### config.mk
export PLATFORM = sky130hd
export DESIGN_NAME = flash_erase_select
export DESIGN_NICKNAME = d
export VERILOG_FILES = /design/src/rtl/flash_erase_select.sv
export SDC_FILE = /design/constraint.sdc
export NUM_CORES = 1
export LEC_CHECK = 0
export BUFFER_PORTS_ARGS = -buffer_cell sky130_fd_sc_hd__buf_2
export CAP_MARGIN = 20
export CORE_UTILIZATION = 46
export DETAILED_ROUTE_END_ITERATION = 12
export GPL_TIMING_DRIVEN = 0
export MAX_ROUTING_LAYER = met4
export PLACE_DENSITY = 0.87
export RECOVER_POWER = 100
export SETUP_SLACK_MARGIN = 0.4
export SYNTH_ARGS = -nofsm -noshare
export SYNTH_HDL_FRONTEND = slang
export SYNTH_SLANG_ARGS = --single-unit
### constraint.sdc
create_clock -name clk -period 3.8 [get_ports clk]
set_input_delay 0.38 -clock clk [delete_from_list [all_inputs] [get_ports clk]]
set_output_delay 0.38 -clock clk [all_outputs]
set_load 0.02 [all_outputs]
### src/rtl/flash_erase_select.sv
module flash_erase_select #(
  parameter int HI_BLOCKS = 6
) (
  input  logic                   clk,
  input  logic                   rst_n,
  input  logic                   hw_standby,
  input  logic                   sw_standby,
  input  logic                   wen_pin,
  input  logic                   sw_wen,
  input  logic                   flash_on,
  input  logic                   reg_sel,
  input  logic                   wr_en,
  input  logic [7:0]             wr_data,
  output logic [7:0]             rd_data,
  output logic [8+HI_BLOCKS-1:0] erase_en
);
  localparam int NBLK = 8 + HI_BLOCKS;

  logic [7:0]           lo_q;
  logic [HI_BLOCKS-1:0] hi_q;
  logic [NBLK-1:0]      next_sel;
  logic                 force_clr;
  logic                 do_wr;

  assign force_clr = hw_standby | sw_standby | ~wen_pin | ~sw_wen;
  assign do_wr     = wr_en & flash_on;
  assign next_sel  = reg_sel ? {wr_data[HI_BLOCKS-1:0], lo_q} : {hi_q, wr_data};

  always_ff @(posedge clk or negedge rst_n) begin
    if (!rst_n) begin
      lo_q <= '0;
      hi_q <= '0;
    end else if (force_clr) begin
      lo_q <= '0;
      hi_q <= '0;
    end else if (do_wr) begin
      if ($countones(next_sel) > 1) begin
        lo_q <= '0;
        hi_q <= '0;
      end else begin
        lo_q <= next_sel[7:0];
        hi_q <= next_sel[NBLK-1:8];
      end
    end
  end

  assign rd_data  = !flash_on ? 8'h00 :
                    reg_sel   ? {{(8-HI_BLOCKS){1'b0}}, hi_q} : lo_q;
  assign erase_en = {hi_q, lo_q};
endmodule

## After elaboration in Yosys (flattened, before gate mapping)

Index checks and enable logic that the tools add are counted.

| word-level totals | value |
|---|---|
| register bits | 14 |
| input bits | 17 |
| output and inout bits | 22 |
| word-level logic and storage cells | 32 |

| operators by class | value |
|---|---|
| add/subtract/negate cells | 13 |
| magnitude comparators | 1 |
| mux-type cells | 9 |
| bitwise logic cells | 6 |
| reductions and logical operators | 1 |

Operator list:

| operator | count |
|---|---|
| 8-bit 2-to-1 mux | 5 |
| 6-bit 2-to-1 mux | 3 |
| 1-bit by 1-bit adder with 2-bit output | 7 |
| 14-bit 2-to-1 mux | 1 |
| 2-bit by 2-bit adder with 3-bit output | 3 |
| 4-bit by 4-bit adder with 5-bit output | 1 |
| 5-bit by 1-bit > comparator with 1-bit output (second input constant) | 1 |
| 3-bit by 2-bit adder with 4-bit output | 1 |
| 3-bit by 3-bit adder with 4-bit output | 1 |
| 1-bit OR | 3 |
| 1-bit inverter | 2 |
| 2-bit nonzero test | 1 |
| 1-bit bitwise AND | 1 |

## Longest topological paths before layout

Gate-level depths: netlist of run 1.

| logic depth | value |
|---|---|
| word-level depth | 9 |
| mapped depth | 15 |
| gate-level depth less buffers | 12 |

## Worst setup path after synthesis of run 1

Ideal clock, no wire load.

| path | value |
|---|---|
| path type | input -> register |
| from | input reg_sel |
| to | register hi_q[1] |
| setup time | 139 ps |
| data arrival time | 4,301 ps |
| required time | 3,661 ps |
| setup slack | -640 ps |
| cell stages on the path | 14 |
| buffers on the path | 3 |
| cells stage by stage | buf_2 > buf_4 > mux2i_1 > fa_1 > inv_1 > fa_1 > fa_1 > fa_1 > ha_1 > fa_1 > and2_1 > a21oi_2 > buf_2 > o41ai_2 |

| between the ends | value |
|---|---|
| longest elaborated chain between the ends | 9 |
| elaborated cells between the ends (all ways) | 18 |
| those cells by class | add/sub (13); order compare (1); mux (4) |

Ends and longest elaborated chain:

| what | RTL line | source |
|---|---|---|
| start, declared | 11 | `input logic reg_sel,` |
| 14-bit 2-to-1 mux * | 27 | `assign next_sel = reg_sel ? {wr_data[HI_BLOCKS-1:0], lo_q} : {hi_q, wr_data};` |
| 1-bit by 1-bit adder with 2-bit output (implied by the code) | 37 | `if ($countones(next_sel) > 1) begin` |
| 2-bit by 2-bit adder with 3-bit output (implied by the code) | 37 |  |
| 3-bit by 3-bit adder with 4-bit output (implied by the code) or 3-bit by 2-bit adder with 4-bit output (tied branches) | 37 |  |
| 4-bit by 4-bit adder with 5-bit output (implied by the code) | 37 |  |
| 5-bit by 1-bit > comparator with 1-bit output | 37 |  |
| 6-bit 2-to-1 mux * | 37 |  |
| 6-bit 2-to-1 mux * | 36 | `end else if (do_wr) begin` |
| 6-bit 2-to-1 mux * | 33 | `end else if (force_clr) begin` |
| end signal, assigned | 42 | `hi_q <= next_sel[NBLK-1:8];` |
| end, declared | 20 | `logic [HI_BLOCKS-1:0] hi_q;` |

Mark *: on every way between the ends. The rest lies on a longest branch, timed or not. The select of a mux whose other input is x is not followed.
A chain may end at the register's enable or synchronous reset.

## Worst setup path after layout of run 1

| path | value |
|---|---|
| from | input reg_sel |
| to | register lo_q[7] |

| between the ends | value |
|---|---|
| longest elaborated chain between the ends | 9 |
| elaborated cells between the ends (all ways) | 18 |
| those cells by class | add/sub (13); order compare (1); mux (4) |

Ends and longest elaborated chain:

| what | RTL line | source |
|---|---|---|
| 14-bit 2-to-1 mux * | 27 |  |
| 1-bit by 1-bit adder with 2-bit output (implied by the code) | 37 |  |
| 2-bit by 2-bit adder with 3-bit output (implied by the code) | 37 |  |
| 3-bit by 3-bit adder with 4-bit output (implied by the code) or 3-bit by 2-bit adder with 4-bit output (tied branches) | 37 |  |
| 4-bit by 4-bit adder with 5-bit output (implied by the code) | 37 |  |
| 5-bit by 1-bit > comparator with 1-bit output | 37 |  |
| 8-bit 2-to-1 mux * | 37 |  |
| 8-bit 2-to-1 mux * | 36 |  |
| 8-bit 2-to-1 mux * | 33 |  |
| end signal, assigned | 41 | `lo_q <= next_sel[7:0];` |
| end, declared | 19 | `logic [7:0] lo_q;` |

Marks and branches as above.

==> results of run 1 <==
-- synthesized netlist by cell type --
cell | count | area [sq um]
nor2_1 | 2 | 7.51
fa_1 | 9 | 180
mux2_2 | 3 | 33.8
and4bb_2 | 1 | 12.5
nand2_2 | 1 | 6.26
a21oi_1 | 1 | 5.00
and3b_1 | 2 | 17.5
mux2i_1 | 15 | 150
mux2_1 | 2 | 22.5
buf_2 | 4 | 20.0
nand3_1 | 20 | 100
o21ai_1 | 5 | 25.0
nor2b_1 | 6 | 37.5
inv_1 | 9 | 33.8
ha_1 | 3 | 37.5
a21oi_2 | 1 | 8.76
and2_1 | 1 | 6.26
or3_1 | 1 | 6.26
buf_4 | 2 | 15.0
dfrtp_1 | 14 | 350
o41ai_2 | 9 | 146
clkbuf_1 | 1 | 3.75
buf_6 | 1 | 11.3
nor4bb_1 | 1 | 10.0
-- worst min-delay path: stages --
cell and delay (ps):
buf_2 110, nand2_2 100, nand3_1 100, o21ai_1 60
-- timing repair --
item,in CTS,in global routing
hold buffers,1,0
resized for setup,22,4
buffers inserted,6,0
endpoints found under the hold margin,14,0
gates cloned,1,0
setup endpoints to repair,14,14
pin swaps,12,7
-- state kept, by name (all words and copies together), names as in the netlist --
signal,flops
lo_q,8
hi_q,6
-- power breakdown --
part	switching [mW]	total, mW	internal (mW)
clock network	0.0578	0.116	0.0584
logic	0.186	0.320	0.134
registers	0.000982	0.151	0.150
-- stage by stage --
step           TNS, ps  cell area, sq um
6_report         -5190              1710
2_1_floorplan    -5650              1300
3_5_place_dp     -9170              1520
5_1_grt          -6260              1710
4_1_cts          -3890              1730
3_3_place_gp     -8350              1520
-- placed cells by master, fill, tap and decap left out, drive strengths merged, types with 5 or more instances in the layout --
cell and instances:
buf 29, clkbuf 27, nand3 20, mux2i 15, dfrtp 14, o41ai 9
inv 9, fa 9, nor2b 6, mux2 5, o21ai 5
-- area by class of cell --
class | instances | area (sq um) | share of cell area (%)
Multi-Input combinational cell | 83 | 948 | 55.3
Clock buffer | 4 | 36.3 | 2.12
Timing Repair Buffer | 45 | 220 | 12.8
Sequential cell | 14 | 352 | 20.5
Tap cell | 30 | 37.5 | 2.19
Buffer | 8 | 86.3 | 5.04
Inverter | 9 | 33.8 | 1.97
-- final timing paths --
kind,endpoint,from,slack (ps)
hold reg to reg,lo_q[4]$_DFFE_PN0P_,lo_q[4]$_DFFE_PN0P_,580
min in group asynchronous,hi_q[2]$_DFFE_PN0P_,rst_n,730
hold / removal,lo_q[4]$_DFFE_PN0P_,wr_en,480
max in group asynchronous,lo_q[1]$_DFFE_PN0P_,rst_n,2500
setup reg to reg,lo_q[7]$_DFFE_PN0P_,lo_q[0]$_DFFE_PN0P_,-420
setup / recovery,lo_q[7]$_DFFE_PN0P_,reg_sel,-440
-- cell families after synthesis --
family	Yosys count	share of synthesized area (%)
muxes	20	16.5
AOI/OAI and AO/OA	16	14.8
DFF	14	28.1
buffers and inverters	17	6.72
adders and majority gates	12	17.5
and+or+nand+nor	35	16.4
-- metal layers --
layer	up-vias	share of wire [%]	track usage, %
li1	513	-	-
met1	589	39	35.5
met2	55	52	47.7
met3	10	7.4	5.37
met4	0	1.5	11.5
met5	-	0	-
==> metrics.txt, run 1 <==
status=finished, violations left; failing checks=setup timing; WP data arrival=4430 ps; Critical Path Source Type=primary input; WHS=479 ps; number of diodes=0; critical-path cell list=buf_8 > buf_12 > mux2i_4 > fa_1 > inv_2 > fa_2 > fa_1 > fa_1 > ha_2 > fa_1 > or3_4 > buf_6 > o41ai_2; Lkg Pwr=about 0.77 nW; vias in the first global route=about 1100; fin cells=193; Vias=about 1200; post-DP HPWL=roughly 2400 um; Final setup viols=14; Die Y=54.1 um; drt via density=about 6.0; Initial DRC Count=27; skew final=about 1.4 ps; fin util=68.0%; Nets=~190; post-synth cell types=24; fin crit period=4240 ps; pin count of the biggest net entering global routing=15; total track usage=between 20% and 30%; Hold WC Path Type=in -> reg; max-cap violations=0; Die W=roughly 54 um; VDD IR-drop max=0.000398 V; DR pass1 iterations=4; CTS max path bufs=2; Gate Count Post-Synth=around 110; fin. max-slew vios=0; PortBufs=37; PwrDens=342 mW/mm^2; Worst Path Required=3990 ps; cell type group with the largest total delay on the critical path=adder cells; layout cell share with drive strength beyond 1=a little over two fifths; row count=18; synth-to-layout area growth=37.4%; post-synthesis register bit count=14; Synth warnings=0; worst-path fanout max=5; CTS Buf Count=3; Least-Margin Pin Slew=around 850 ps; Slowest-stage cell, CP=fa_1; CTS Sinks=14; die area=between 0.002 and 0.003 sq mm; H-tree Lvls=1; CP dominant cell by count=fa_1; Slew HR=a little over two fifths; first-pass GRT wire length=approximately 5700 um; io pins=39; largest stage delay on the critical path=around 600 ps; syn_area_per_cell=10.9 sq um; Worst path depth=13; Hold Crit Depth=4; Tot Pwr=between 0.5 and 0.6 mW; final worst slack=-442 ps; Period Utilization, post-route=112%; worst reg2reg path depth=11; # DRC=0; Root Driver=clkbuf_4; WL/cell=18.9 um; Reg clk slew, reported paths=~100 ps; DP Worst Slack=-711 ps; unrepaired setup endpoints after global routing=true; Core ar.=approximately 0.0025 sq mm; initial antenna violation count=0; CP Class=in -> reg; Synth Cell Area=roughly 0.0012 sq mm; sequential-to-total area share from yosys stat=between 20% and 30%; gp weighted congestion=0.874; Starting Density=between 40% and 50%; final hold vios=0; dpl cells=around 180; Fmax=0.236 GHz; Setup crit end kind=register; post-synth net total=between 100 and 150; CTS tree=done; antenna-violating nets left=0; GR Overflow Total=0; # fillers=approximately 190; total routed wirelength=between 3000 and 4000 um; WP buf/inv=4; Worst-Skew Late Latency=around 290 ps
Note: power is estimated with default switching activity, not from simulation.
==> inputs of run 2 (changes only) <==
--- a/config.mk
+++ b/config.mk
@@ -7,12 +7,14 @@
 export LEC_CHECK = 0
 export BUFFER_PORTS_ARGS = -buffer_cell sky130_fd_sc_hd__buf_2
 export CAP_MARGIN = 20
+export CORE_ASPECT_RATIO = 1.5
 export CORE_UTILIZATION = 46
 export DETAILED_ROUTE_END_ITERATION = 12
 export GPL_TIMING_DRIVEN = 0
 export MAX_ROUTING_LAYER = met4
 export PLACE_DENSITY = 0.87
 export RECOVER_POWER = 100
+export REMOVE_ABC_BUFFERS = 1
 export SETUP_SLACK_MARGIN = 0.4
 export SYNTH_ARGS = -nofsm -noshare
 export SYNTH_HDL_FRONTEND = slang
==> metrics.txt, run 2 (synthesis results as in run 1) <==
status=finished, violations left (unchanged); CTS Buf Count=3 (unchanged); CTS tree=done (unchanged); Placed Area=0.00145 sq mm (was 0.00152 sq mm); CP Class=reg -> reg (was in -> reg); fin crit period=4110 ps (was 4240 ps); total routed wirelength=3580 um (was 3640 um); Critical Path Source Type=register (was primary input); final hold vios=0 (unchanged); fin. max-slew vios=0 (unchanged); row count=22 (was 18); # DRC=0 (unchanged); biggest regs=lo_q: 8 flops, hi_q: 6 flops (unchanged); skew final=8.50 ps (was 1.44 ps); max-cap violations=0 (unchanged); Final setup viols=14 (unchanged); GR Overflow Total=0 (unchanged); Reg clk slew, reported paths=90 ps (was 100 ps); post-DP HPWL=2230 um (was 2370 um); Largest register FFs=8 (unchanged); largest stage delay on the critical path=550 ps (was 600 ps); layout cell share with drive strength beyond 1=43.1% (was 41.7%); io pins=39 (unchanged); Slowest-stage cell, CP=fa_1 (unchanged); final worst slack=-306 ps (was -442 ps); CP dominant cell by count=fa_1 (unchanged); Largest Register=lo_q (unchanged); Critical Path Start=lo_q[5]$_DFFE_PN0P_ (was reg_sel); Lkg Pwr=0.820 nW (was 0.774 nW); Period Utilization, post-route=108% (was 112%); cell type group with the largest total delay on the critical path=adder cells (unchanged); Least-Margin Pin Slew=1230 ps (was 849 ps); initial antenna violation count=0 (unchanged); Worst-Skew Late Latency=290 ps (about the same); total track usage=26.5% (was 29.2%); number of diodes=0 (unchanged); pin count of the biggest net entering global routing=23 (was 15); synth-to-layout area growth=42.5% (was 37.4%); first-pass GRT wire length=5560 um (was 5660 um); H-tree Lvls=1 (unchanged); Setup crit end kind=register (unchanged); critical-path cell list=mux2i_4 > fa_1 > inv_1 > fa_2 > fa_1 > fa_1 > ha_2 > fa_2 > or3_4 > o41ai_2 (was buf_8 > buf_12 > mux2i_4 > fa_1 > inv_2 > fa_2 > fa_1 > fa_1 > ha_2 > fa_1 > or3_4 > buf_6 > o41ai_2); hold wc startpoint=wr_data[7] (was wr_en); fin util=71.0% (was 68.0%); post-route cell area=0.00178 sq mm (was 0.00171 sq mm); failing checks=setup timing (unchanged); Initial DRC Count=20 (was 27); Die W=44.5 um (was 54.1 um); worst-path fanout max=5 (unchanged); Worst Path Required=3980 ps (was 3990 ps); WP data arrival=4290 ps (was 4430 ps); antenna-violating nets left=0 (unchanged); vias in the first global route=1156 (was 1140); setup TNS=-3650 ps (was -5190 ps); Nets=197 (was 193); WL/cell=17.7 um (was 18.9 um); DR pass1 iterations=7 (was 4); PortBufs=38 (was 37); Fmax=0.244 GHz (was 0.236 GHz); die area=0.00293 sq mm (was 0.00292 sq mm); gp weighted congestion=0.840 (was 0.874); WP buf/inv=1 (was 4); Root Driver=clkbuf_4 (unchanged); drt via density=5.74 (was 6.05); CTS max path bufs=2 (unchanged); Core ar.=0.00250 sq mm (was 0.00252 sq mm); unrepaired setup endpoints after global routing=true (unchanged); VDD IR-drop max=0.000360 V (was 0.000398 V); Vias=1165 (was 1167); CTS Sinks=14 (unchanged); most common cell after layout, fill and taps aside=clkbuf_1 (unchanged); Starting Density=49.8% (was 49.5%); Slew HR=18.2% (was 43.4%); PwrDens=332 mW/mm^2 (was 342 mW/mm^2); worst r2r src=lo_q[5]$_DFFE_PN0P_ (was lo_q[0]$_DFFE_PN0P_); Die Y=65.8 um (was 54.1 um); Hold WC Path Type=in -> reg (unchanged); commonest non-fill, non-tap cells in the layout=23 x clkbuf_1, 16 x buf_4, 15 x nand3_1 (was 23 x clkbuf_1, 17 x buf_2, 15 x nand3_1)
run 2: tightest hold or removal path: stages:
cell and delay (ps):
buf_2 110, mux2i_4 180, o41ai_2 100
run 2: routing by layer:
metal	global-route usage (%)	share of wire, %	wire, um	vias to the layer above
met5	-	0	0	-
met4	7.95	2.0	70	0
met3	2.19	2.4	87	6
met2	45.4	58	2060	31
met1	32.9	38	1360	605
li1	-	-	-	523
run 2: metrics by stage:
stage | setup slack [ps] | std cells | power (mW) | hold WS, ps
6_report | -306 | 203 | 0.590 | 525
5_1_grt | -383 | 203 | 0.624 | 535
4_1_cts | -325 | 197 | 0.557 | 511
3_5_place_dp | -1300 | 180 | 0.366 | 300
3_3_place_gp | -1230 | 180 | 0.354 | 295
2_1_floorplan | -467 | 106 | 0.303 | 84.4
run 2: layout make-up:
cell class,instances,area [sq um]
fillers,192,727
repair buffers,56,327
flip-flops and latches,14,350
inverters,9,33.8
multi-input cells,84,986
clock buffers,4,36.3
well taps,36,45.0
run 2: what timing repair did:
item / 4_1_cts / 5_1_grt
gates resized for setup: 20 / 13
buffers inserted: 11 / 6
gates cloned: 1 / 0
endpoints found under the setup margin: 14 / 14
hold buffers: 1 / 0
pin swaps: 12 / 22
hold endpoints to repair: 14 / 0
run 2: worst paths after layout:
kind                       slack, ps  depth (start not counted)                  end
setup / recovery                -310                         10  hi_q[3]$_DFFE_PN0P_
hold reg to reg                  570                          2  hi_q[0]$_DFFE_PN0P_
hold / removal                   530                          3  lo_q[7]$_DFFE_PN0P_
max in group asynchronous       2560                          2  lo_q[7]$_DFFE_PN0P_
setup reg to reg                -310                         10  hi_q[3]$_DFFE_PN0P_
min in group asynchronous        700                          2  lo_q[6]$_DFFE_PN0P_
run 2: power by group:
| part | total, mW | internal [mW] | leakage (nW) | switching (mW) |
|---|---|---|---|---|
| logic | 0.327 | 0.141 | 0.604 | 0.186 |
| registers | 0.150 | 0.150 | 0.196 | 0.000835 |
| clock network | 0.113 | 0.0584 | 0.0210 | 0.0542 |
| total | 0.590 | 0.349 | 0.820 | 0.241 |
